File: config.mk
export PLATFORM = sky130hd
export DESIGN_NAME = fpsb_issue_ctrl
export DESIGN_NICKNAME = d
export VERILOG_FILES = /design/src/rtl/fpsb_pkg.sv /design/src/rtl/fpsb_scoreboard.sv /design/src/rtl/fpsb_divtrack.sv /design/src/rtl/fpsb_trapq.sv /design/src/rtl/fpsb_issue_ctrl.sv
export SDC_FILE = /design/constraint.sdc
export NUM_CORES = 1
export LEC_CHECK = 0
export BUFFER_PORTS_ARGS = -buffer_cell sky130_fd_sc_hd__buf_2
export CAP_MARGIN = 10
export CORE_MARGIN = 1.5
export CORE_UTILIZATION = 39
export DETAILED_ROUTE_END_ITERATION = 16
export PLACE_DENSITY = 0.63
export SLEW_MARGIN = 25
export SYNTH_ARGS = -nofsm -noshare
export SYNTH_HDL_FRONTEND = slang
export SYNTH_SLANG_ARGS = --single-unit
File: constraint.sdc
create_clock -name clk -period 10.98 [get_ports clk]
set_input_delay 1.098 -clock clk [delete_from_list [all_inputs] [get_ports clk]]
set_output_delay 1.098 -clock clk [all_outputs]
set_load 0.02 [all_outputs]
File: src/rtl/fpsb_pkg.sv
package fpsb_pkg;

    localparam int REG_W   = 5;
    localparam int CNT_W   = 5;
    localparam int PIPE_LAT = 4;
    localparam int VERSION = 2;

    typedef enum logic [2:0] {
        CL_PIPE  = 3'd0,
        CL_DIVS  = 3'd1,
        CL_DIVD  = 3'd2,
        CL_SQRTS = 3'd3,
        CL_SQRTD = 3'd4,
        CL_RSV5  = 3'd5,
        CL_RSV6  = 3'd6,
        CL_RSV7  = 3'd7
    } fp_class_e;

    typedef struct packed {
        fp_class_e        op;
        logic [REG_W-1:0] rd;
        logic [CNT_W-1:0] rem;
    } tq_entry_t;

    function automatic logic uses_div(input fp_class_e c);
        return (c == CL_DIVS) || (c == CL_DIVD) || (c == CL_SQRTS) || (c == CL_SQRTD);
    endfunction

    // cycles from issue until a dependent may issue
    function automatic logic [CNT_W-1:0] lat_of(input fp_class_e c);
        case (c)
            CL_DIVS:  return CNT_W'(16);
            CL_DIVD:  return CNT_W'(17);
            CL_SQRTS: return CNT_W'(24);
            CL_SQRTD: return CNT_W'(25);
            default:  return CNT_W'(PIPE_LAT);
        endcase
    endfunction

    // cycles from a divider issue until the divider accepts again
    function automatic logic [CNT_W-1:0] gap_of(input fp_class_e c);
        case (c)
            CL_DIVS:  return CNT_W'(14);
            CL_DIVD:  return CNT_W'(15);
            CL_SQRTS: return CNT_W'(22);
            CL_SQRTD: return CNT_W'(23);
            default:  return CNT_W'(1);
        endcase
    endfunction

endpackage

File: src/rtl/fpsb_scoreboard.sv
module fpsb_scoreboard
    import fpsb_pkg::*;
#(
    parameter int RW   = REG_W,
    parameter int CW   = CNT_W,
    localparam int NREG = 1 << RW
) (
    input  logic          clk,
    input  logic          rst,
    input  logic          wr_en,
    input  logic [RW-1:0] wr_idx,
    input  logic [CW-1:0] wr_val,
    input  logic [RW-1:0] rs1,
    input  logic [RW-1:0] rs2,
    input  logic [RW-1:0] rd,
    output logic          conflict
);

    logic [CW-1:0]   cnt [NREG];
    logic [NREG-1:0] bsy;

    for (genvar g = 0; g < NREG; g++) begin : g_reg
        always_ff @(posedge clk) begin
            if (rst) begin
                cnt[g] <= '0;
            end else if (wr_en && (wr_idx == RW'(g))) begin
                cnt[g] <= wr_val;
            end else if (cnt[g] != '0) begin
                cnt[g] <= cnt[g] - CW'(1);
            end
        end
        assign bsy[g] = (cnt[g] != '0);
    end

    // read-after-write on either source, write-after-write on destination
    assign conflict = bsy[rs1] | bsy[rs2] | bsy[rd];

    // a write never lands on a register still in flight
    assert_no_waw_write_R5: assert property (@(posedge clk) disable iff (rst)
        wr_en |-> !bsy[wr_idx]);

    // the written register reads busy in the following cycle
    assert_busy_after_issue_R4: assert property (@(posedge clk) disable iff (rst)
        wr_en |=> bsy[$past(wr_idx)]);

endmodule

File: src/rtl/fpsb_divtrack.sv
module fpsb_divtrack
    import fpsb_pkg::*;
#(
    parameter int CW = CNT_W
) (
    input  logic          clk,
    input  logic          rst,
    input  logic          start,
    input  logic [CW-1:0] gap,
    output logic          busy
);

    logic [CW-1:0] left;

    always_ff @(posedge clk) begin
        if (rst) begin
            left <= '0;
        end else if (start) begin
            left <= gap - CW'(1);
        end else if (left != '0) begin
            left <= left - CW'(1);
        end
    end

    assign busy = (left != '0);

    // the divider never takes a second operation inside its window
    assert_single_occupancy_R7: assert property (@(posedge clk) disable iff (rst)
        start |-> !busy);

    // the window counts down one per cycle
    assert_window_steps_R7: assert property (@(posedge clk) disable iff (rst)
        (busy && !start) |=> (left == $past(left) - CW'(1)));

endmodule

File: src/rtl/fpsb_trapq.sv
module fpsb_trapq
    import fpsb_pkg::*;
#(
    parameter int DEPTH = 8,
    localparam int PW  = (DEPTH > 1) ? $clog2(DEPTH) : 1,
    localparam int QCW = $clog2(DEPTH) + 1
) (
    input  logic             clk,
    input  logic             rst,
    input  logic             enq,
    input  tq_entry_t        enq_ent,
    input  logic             deq,
    output logic             full,
    output logic             empty,
    output logic [QCW-1:0]   count,
    output tq_entry_t        head_ent,
    output logic             head_done
);

    tq_entry_t        ent [DEPTH];
    logic [DEPTH-1:0] vld;
    logic [PW-1:0]    head, tail;

    function automatic logic [PW-1:0] bump(input logic [PW-1:0] p);
        return (p == PW'(DEPTH - 1)) ? '0 : p + PW'(1);
    endfunction

    for (genvar i = 0; i < DEPTH; i++) begin : g_slot
        always_ff @(posedge clk) begin
            if (rst) begin
                vld[i] <= 1'b0;
                ent[i] <= '0;
            end else if (enq && (tail == PW'(i))) begin
                vld[i] <= 1'b1;
                ent[i] <= enq_ent;
            end else begin
                if (deq && (head == PW'(i))) vld[i] <= 1'b0;
                if (vld[i] && (ent[i].rem != '0)) ent[i].rem <= ent[i].rem - CNT_W'(1);
            end
        end
    end

    always_ff @(posedge clk) begin
        if (rst) begin
            head  <= '0;
            tail  <= '0;
            count <= '0;
        end else begin
            if (enq) tail <= bump(tail);
            if (deq) head <= bump(head);
            count <= count + QCW'(enq) - QCW'(deq);
        end
    end

    assign full      = (count == QCW'(DEPTH));
    assign empty     = (count == '0);
    assign head_ent  = ent[head];
    assign head_done = vld[head] && (ent[head].rem == '0);

    // never written past capacity
    assert_no_overflow_R8: assert property (@(posedge clk) disable iff (rst)
        enq |-> !full);

    // never removed from an empty queue
    assert_no_underflow_R8: assert property (@(posedge clk) disable iff (rst)
        deq |-> !empty);

    // the count stays within capacity
    assert_count_bound_R8: assert property (@(posedge clk) disable iff (rst)
        count <= QCW'(DEPTH));

endmodule

File: src/rtl/fpsb_issue_ctrl.sv
module fpsb_issue_ctrl
    import fpsb_pkg::*;
#(
    parameter int QDEPTH = 8,
    localparam int QCW   = $clog2(QDEPTH) + 1
) (
    input  logic             clk,
    input  logic             rst,
    input  logic             iss_valid,
    input  logic [2:0]       iss_op,
    input  logic [REG_W-1:0] iss_rs1,
    input  logic [REG_W-1:0] iss_rs2,
    input  logic [REG_W-1:0] iss_rd,
    output logic             iss_hold,
    output logic             iss_accept,
    input  logic             exc_inject,
    output logic             exc_pending,
    input  logic             pop_req,
    output logic             pop_valid,
    output logic [2:0]       pop_op,
    output logic [REG_W-1:0] pop_rd,
    output logic [QCW-1:0]   q_count,
    output logic             div_busy,
    output logic [2:0]       fsr_version
);

    fp_class_e  cls;
    logic       is_div;
    logic       reg_conflict;
    logic       q_full, q_empty, q_head_done;
    tq_entry_t  new_ent, head_ent;
    logic       retire, pop_fire, deq;

    assign cls    = fp_class_e'(iss_op);
    assign is_div = uses_div(cls);

    fpsb_scoreboard #(.RW(REG_W), .CW(CNT_W)) u_sb (
        .clk      (clk),
        .rst      (rst),
        .wr_en    (iss_accept),
        .wr_idx   (iss_rd),
        .wr_val   (lat_of(cls) - CNT_W'(1)),
        .rs1      (iss_rs1),
        .rs2      (iss_rs2),
        .rd       (iss_rd),
        .conflict (reg_conflict)
    );

    fpsb_divtrack #(.CW(CNT_W)) u_div (
        .clk   (clk),
        .rst   (rst),
        .start (iss_accept && is_div),
        .gap   (gap_of(cls)),
        .busy  (div_busy)
    );

    always_comb begin
        new_ent.op  = cls;
        new_ent.rd  = iss_rd;
        new_ent.rem = lat_of(cls) - CNT_W'(1);
    end

    fpsb_trapq #(.DEPTH(QDEPTH)) u_q (
        .clk       (clk),
        .rst       (rst),
        .enq       (iss_accept),
        .enq_ent   (new_ent),
        .deq       (deq),
        .full      (q_full),
        .empty     (q_empty),
        .count     (q_count),
        .head_ent  (head_ent),
        .head_done (q_head_done)
    );

    assign iss_hold   = iss_valid && (reg_conflict || (is_div && div_busy) || q_full || exc_pending);
    assign iss_accept = iss_valid && !iss_hold;

    assign retire    = !exc_pending && q_head_done;
    assign pop_valid = exc_pending && !q_empty;
    assign pop_fire  = pop_req && pop_valid;
    assign deq       = retire || pop_fire;
    assign pop_op    = head_ent.op;
    assign pop_rd    = head_ent.rd;

    always_ff @(posedge clk) begin
        if (rst) begin
            exc_pending <= 1'b0;
        end else if (exc_inject) begin
            exc_pending <= 1'b1;
        end else if (exc_pending && q_empty) begin
            exc_pending <= 1'b0;
        end
    end

    assign fsr_version = 3'(VERSION);

    // nothing issues while an exception is outstanding
    assert_no_issue_in_trap_R9: assert property (@(posedge clk) disable iff (rst)
        exc_pending |-> !iss_accept);

    // the queue only shrinks through pops while frozen
    assert_frozen_queue_R9: assert property (@(posedge clk) disable iff (rst)
        (exc_pending && !pop_req) |=> (q_count == $past(q_count)));

    // an exception with an empty queue clears one cycle later
    assert_trap_clears_R10: assert property (@(posedge clk) disable iff (rst)
        (exc_pending && q_empty && !exc_inject) |=> !exc_pending);

    // the stall never appears without a presented operation
    assert_hold_needs_valid_R11: assert property (@(posedge clk) disable iff (rst)
        !iss_valid |-> !iss_hold);

endmodule

==> impl_results.md <==
* Req. time, crit path at 9880 ps
* Slew Viols, Final at 0
* Root Buffer: clkbuf_16
* Final hold vios at 0
* Inserted Clock Buffers at 36
* Total grt overflow at 0
* CTS tree: built
* Final ANT Viol Nets at 0
* Seq/Total Area, Yosys at 47.4%
* Setup Buffers After CTS at 0
* Post-synth EDFFs at 264
* FF+latch count, synth at 291
* Boundary Pins at 43
* Total iterations of the first detailed-routing run at 5
* Post-route clock period utilization at 57.2%
* Clock-pin slew on the worst setup and hold paths at 60 ps
* Critical-path top delay cell: o21a_1
* Initial Util at 39.5%
* Pre-CTS WS at 4980 ps
* Fin nets at 1,768
* Main combinational cell family by area after synthesis: simple AND/OR/NAND/NOR gates
* Synth Area in Simple Gates at 17.4%
* Synth Instances at 1,654
* Setup CP Type: register to output port
* WL final at 47,700 um
* GRT Overall Usage at 20.1%
* Vias per cell at 5.95
* Largest area contributor in the netlist: edfxtp_1
* CP startpoint kind: register
* Final hold slack at 498 ps
* CP peak stage delay at 710 ps
* Die W at 217 um
* Placement Rows at 78
* Largest cells by area after synthesis: edfxtp_1, ha_1, xnor2_1
* Crit. End Element: output port
* Top_reg_cell synth: edfxtp_1
* Final setup viols at 0
* Lkg Pwr at 7.26 nW
* Actual slew at the worst max-slew pin at 1080 ps
* Die ar. at 0.0471 sq mm
* Clock Path Buffers at 3
* Iteration-0 DRC Markers at 1,140
* Syn avg cell area at 10.8 sq um
* DRC violations left at 0
* Multiplexer area fraction after synthesis at 6.52%
* Non-filler cells in the finished layout at 2,283
* CP Cell Sequence: inv_1 -> ha_1 -> or4b_2 -> mux4_2 -> a221oi_1 -> a41o_1 -> o21a_1 -> nand3_4 -> inv_1 -> buf_4 -> buf_2
* Vias at 13.6k
* Clock latency on the worst-skew pair at 550 ps
* CTS Hold Bufs at 0
* Synth Area in Adders at 6.48%
* Critical path peak fanout at 46
* Synth cell types at 77
* First-pass GRT wire length at 74,600 um
* GPL Wtd Cong at 0.959
* HPWL after DPL at 32,300 um
* Largest net degree at the start of global routing at 68
* Total Power at 4.83 mW
* Setup slack after layout at 4700 ps
* DR WL/cell at 20.9 um
* Max rail drop VDD at 0.000138 V
* RSZ-0062 raised after global routing: no
* Post_cts resized at 0
* YS warnings at 0
* # port buffers at 39
* FMAX at 159 MHz
* Worst min path class: register to register
* Relative max-transition margin at 26.0%
* Min Clock Period, post-route at 6280 ps
* Initial antenna violation count at 6
* Synth Area in Compound Gates at 12.3%
* Yosys top cell area share at 44.3%
* Clk sinks at 291
* Clock skew at 20.3 ps
* Synth Area in XOR/XNOR at 5.05%
* PD cells at 243 mW/mm^2
* Synth Cell Area at 0.0179 sq mm
* DP Cell Count at 2,215
* Area growth from synthesis to final layout at 11.1%
* CP Data Arrival Time at 5190 ps
* Setup TNS at 0 ps
* Vias in the first global route at 13.5k
* Async S/R FF share, synth at 0%
* Most used cell, CP: inv_1
* Share of post-route cells with drive strength above 1 at 13.2%
* Number of H-tree levels at 2
* Run status: finished clean
* Max cap viols at 0
* Core Box Area at 0.0453 sq mm
* Die height at 217 um
## worst max-delay path: cells and delay by family, from the launching register on
kind            cells  cell delay [ps]
compound gates      3             1180
flops               1              410
fa+ha+maj           1              160
simple gates        2             1380
buf+inv             4              940
mux                 1              500
## power by group
part           internal, mW  switching, mW  leakage [nW]
clock network         0.715          0.481         0.564
logic                 0.789          0.986          3.59
registers              1.62          0.234          3.11
## routing by layer
layer | up-vias | GRT usage (%) | routed length (um)
met5 | - | 0 | 13
met4 | 2 | 8.45 | 1480
met3 | 93 | 3.87 | 3570
met2 | 479 | 31.9 | 21900
met1 | 6670 | 26.9 | 20800
li1 | 6329 | - | -
## final timing paths
kind	startpoint	endpoint	slack, ps	depth (start not counted)
worst max-delay path	u_sb.cnt[1][35]	iss_accept	4700	11
worst min-delay path	u_q.vld[3]	u_q.vld[3]	500	2
worst max register to register	u_sb.cnt[1][35]	u_sb.cnt[1][17]	5590	10
worst min register to register	u_q.vld[3]	u_q.vld[3]	500	2
## cell usage in the layout (no fill, tap or decap), drive strengths merged, types with 19 or more instances in the layout
master | synthesis | routed
mux4 | 26 | 26
o22ai | 73 | 73
xor2 | 21 | 21
mux2i | 41 | 41
nand4 | 26 | 26
edfxtp | 264 | 264
inv | 114 | 115
o211ai | 33 | 33
dfxtp | 27 | 27
nor2 | 109 | 109
o31ai | 20 | 20
and4 | 41 | 41
nor3 | 78 | 78
xnor2 | 82 | 82
or2 | 23 | 23
buf | 26 | 63
nand3 | 33 | 33
clkbuf | 77 | 47
nand2 | 143 | 143
a21oi | 24 | 24
ha | 91 | 91
o21ai | 19 | 19
o32ai | 64 | 64
nor4b | 28 | 28
## registers in the layout (all words and copies together), names as in the netlist, named ones only
register	cells
u_q.ent	104
exc_pending	1
u_q.vld	8
u_q.count	4
u_div.left	5
u_q.tail	3
u_sb.cnt	160
u_q.head	3
## cells in the mapped netlist (15+ instances only)
master      n
a21oi_1    24
and4_1     41
clkbuf_1   77
dfxtp_1    27
edfxtp_1  264
ha_1       91
inv_1     112
mux2_2     15
mux2i_1    41
mux4_2     26
nand2_1   143
nand2b_1   15
nand3_1    33
nand4_1    26
nor2_1    108
nor2b_1    16
nor3_1     69
nor4b_1    26
o211ai_1   33
o21ai_0    18
o22ai_1    73
o31ai_1    20
o32ai_1    64
or2_2      22
xnor2_1    82
xor2_1     21
## cell type report
cell class	count	area, sq um
clock buffers	47	1000
diodes	5	12.5
fillers	4272	25400
clock inverters	16	161
inverters	114	428
repair buffers	63	375
multi-input cells	1147	8660
flip-flops and latches	291	8470
well taps	600	751
## through the flow
| stage | instance area [sq um] | utilization (%) |
|---|---|---|
| floorplan | 17900 | - |
| global placement | 18600 | 41.2 |
| detailed placement | 18700 | 41.2 |
| CTS | 19800 | 43.8 |
| global route | 19800 | 43.8 |
| finish | 19900 | 43.8 |
## cells by family (layout without fill, tap and decap cells)
logic type      after synthesis  after routing
fa+ha+maj                    92             92
buf+inv                     217            240
other cells                   2              8
mux                          82             82
flops                       291            291
xor+xnor                    103            103
simple gates                566            566
compound gates              301            301
Power figures use the tool's default switching activity.
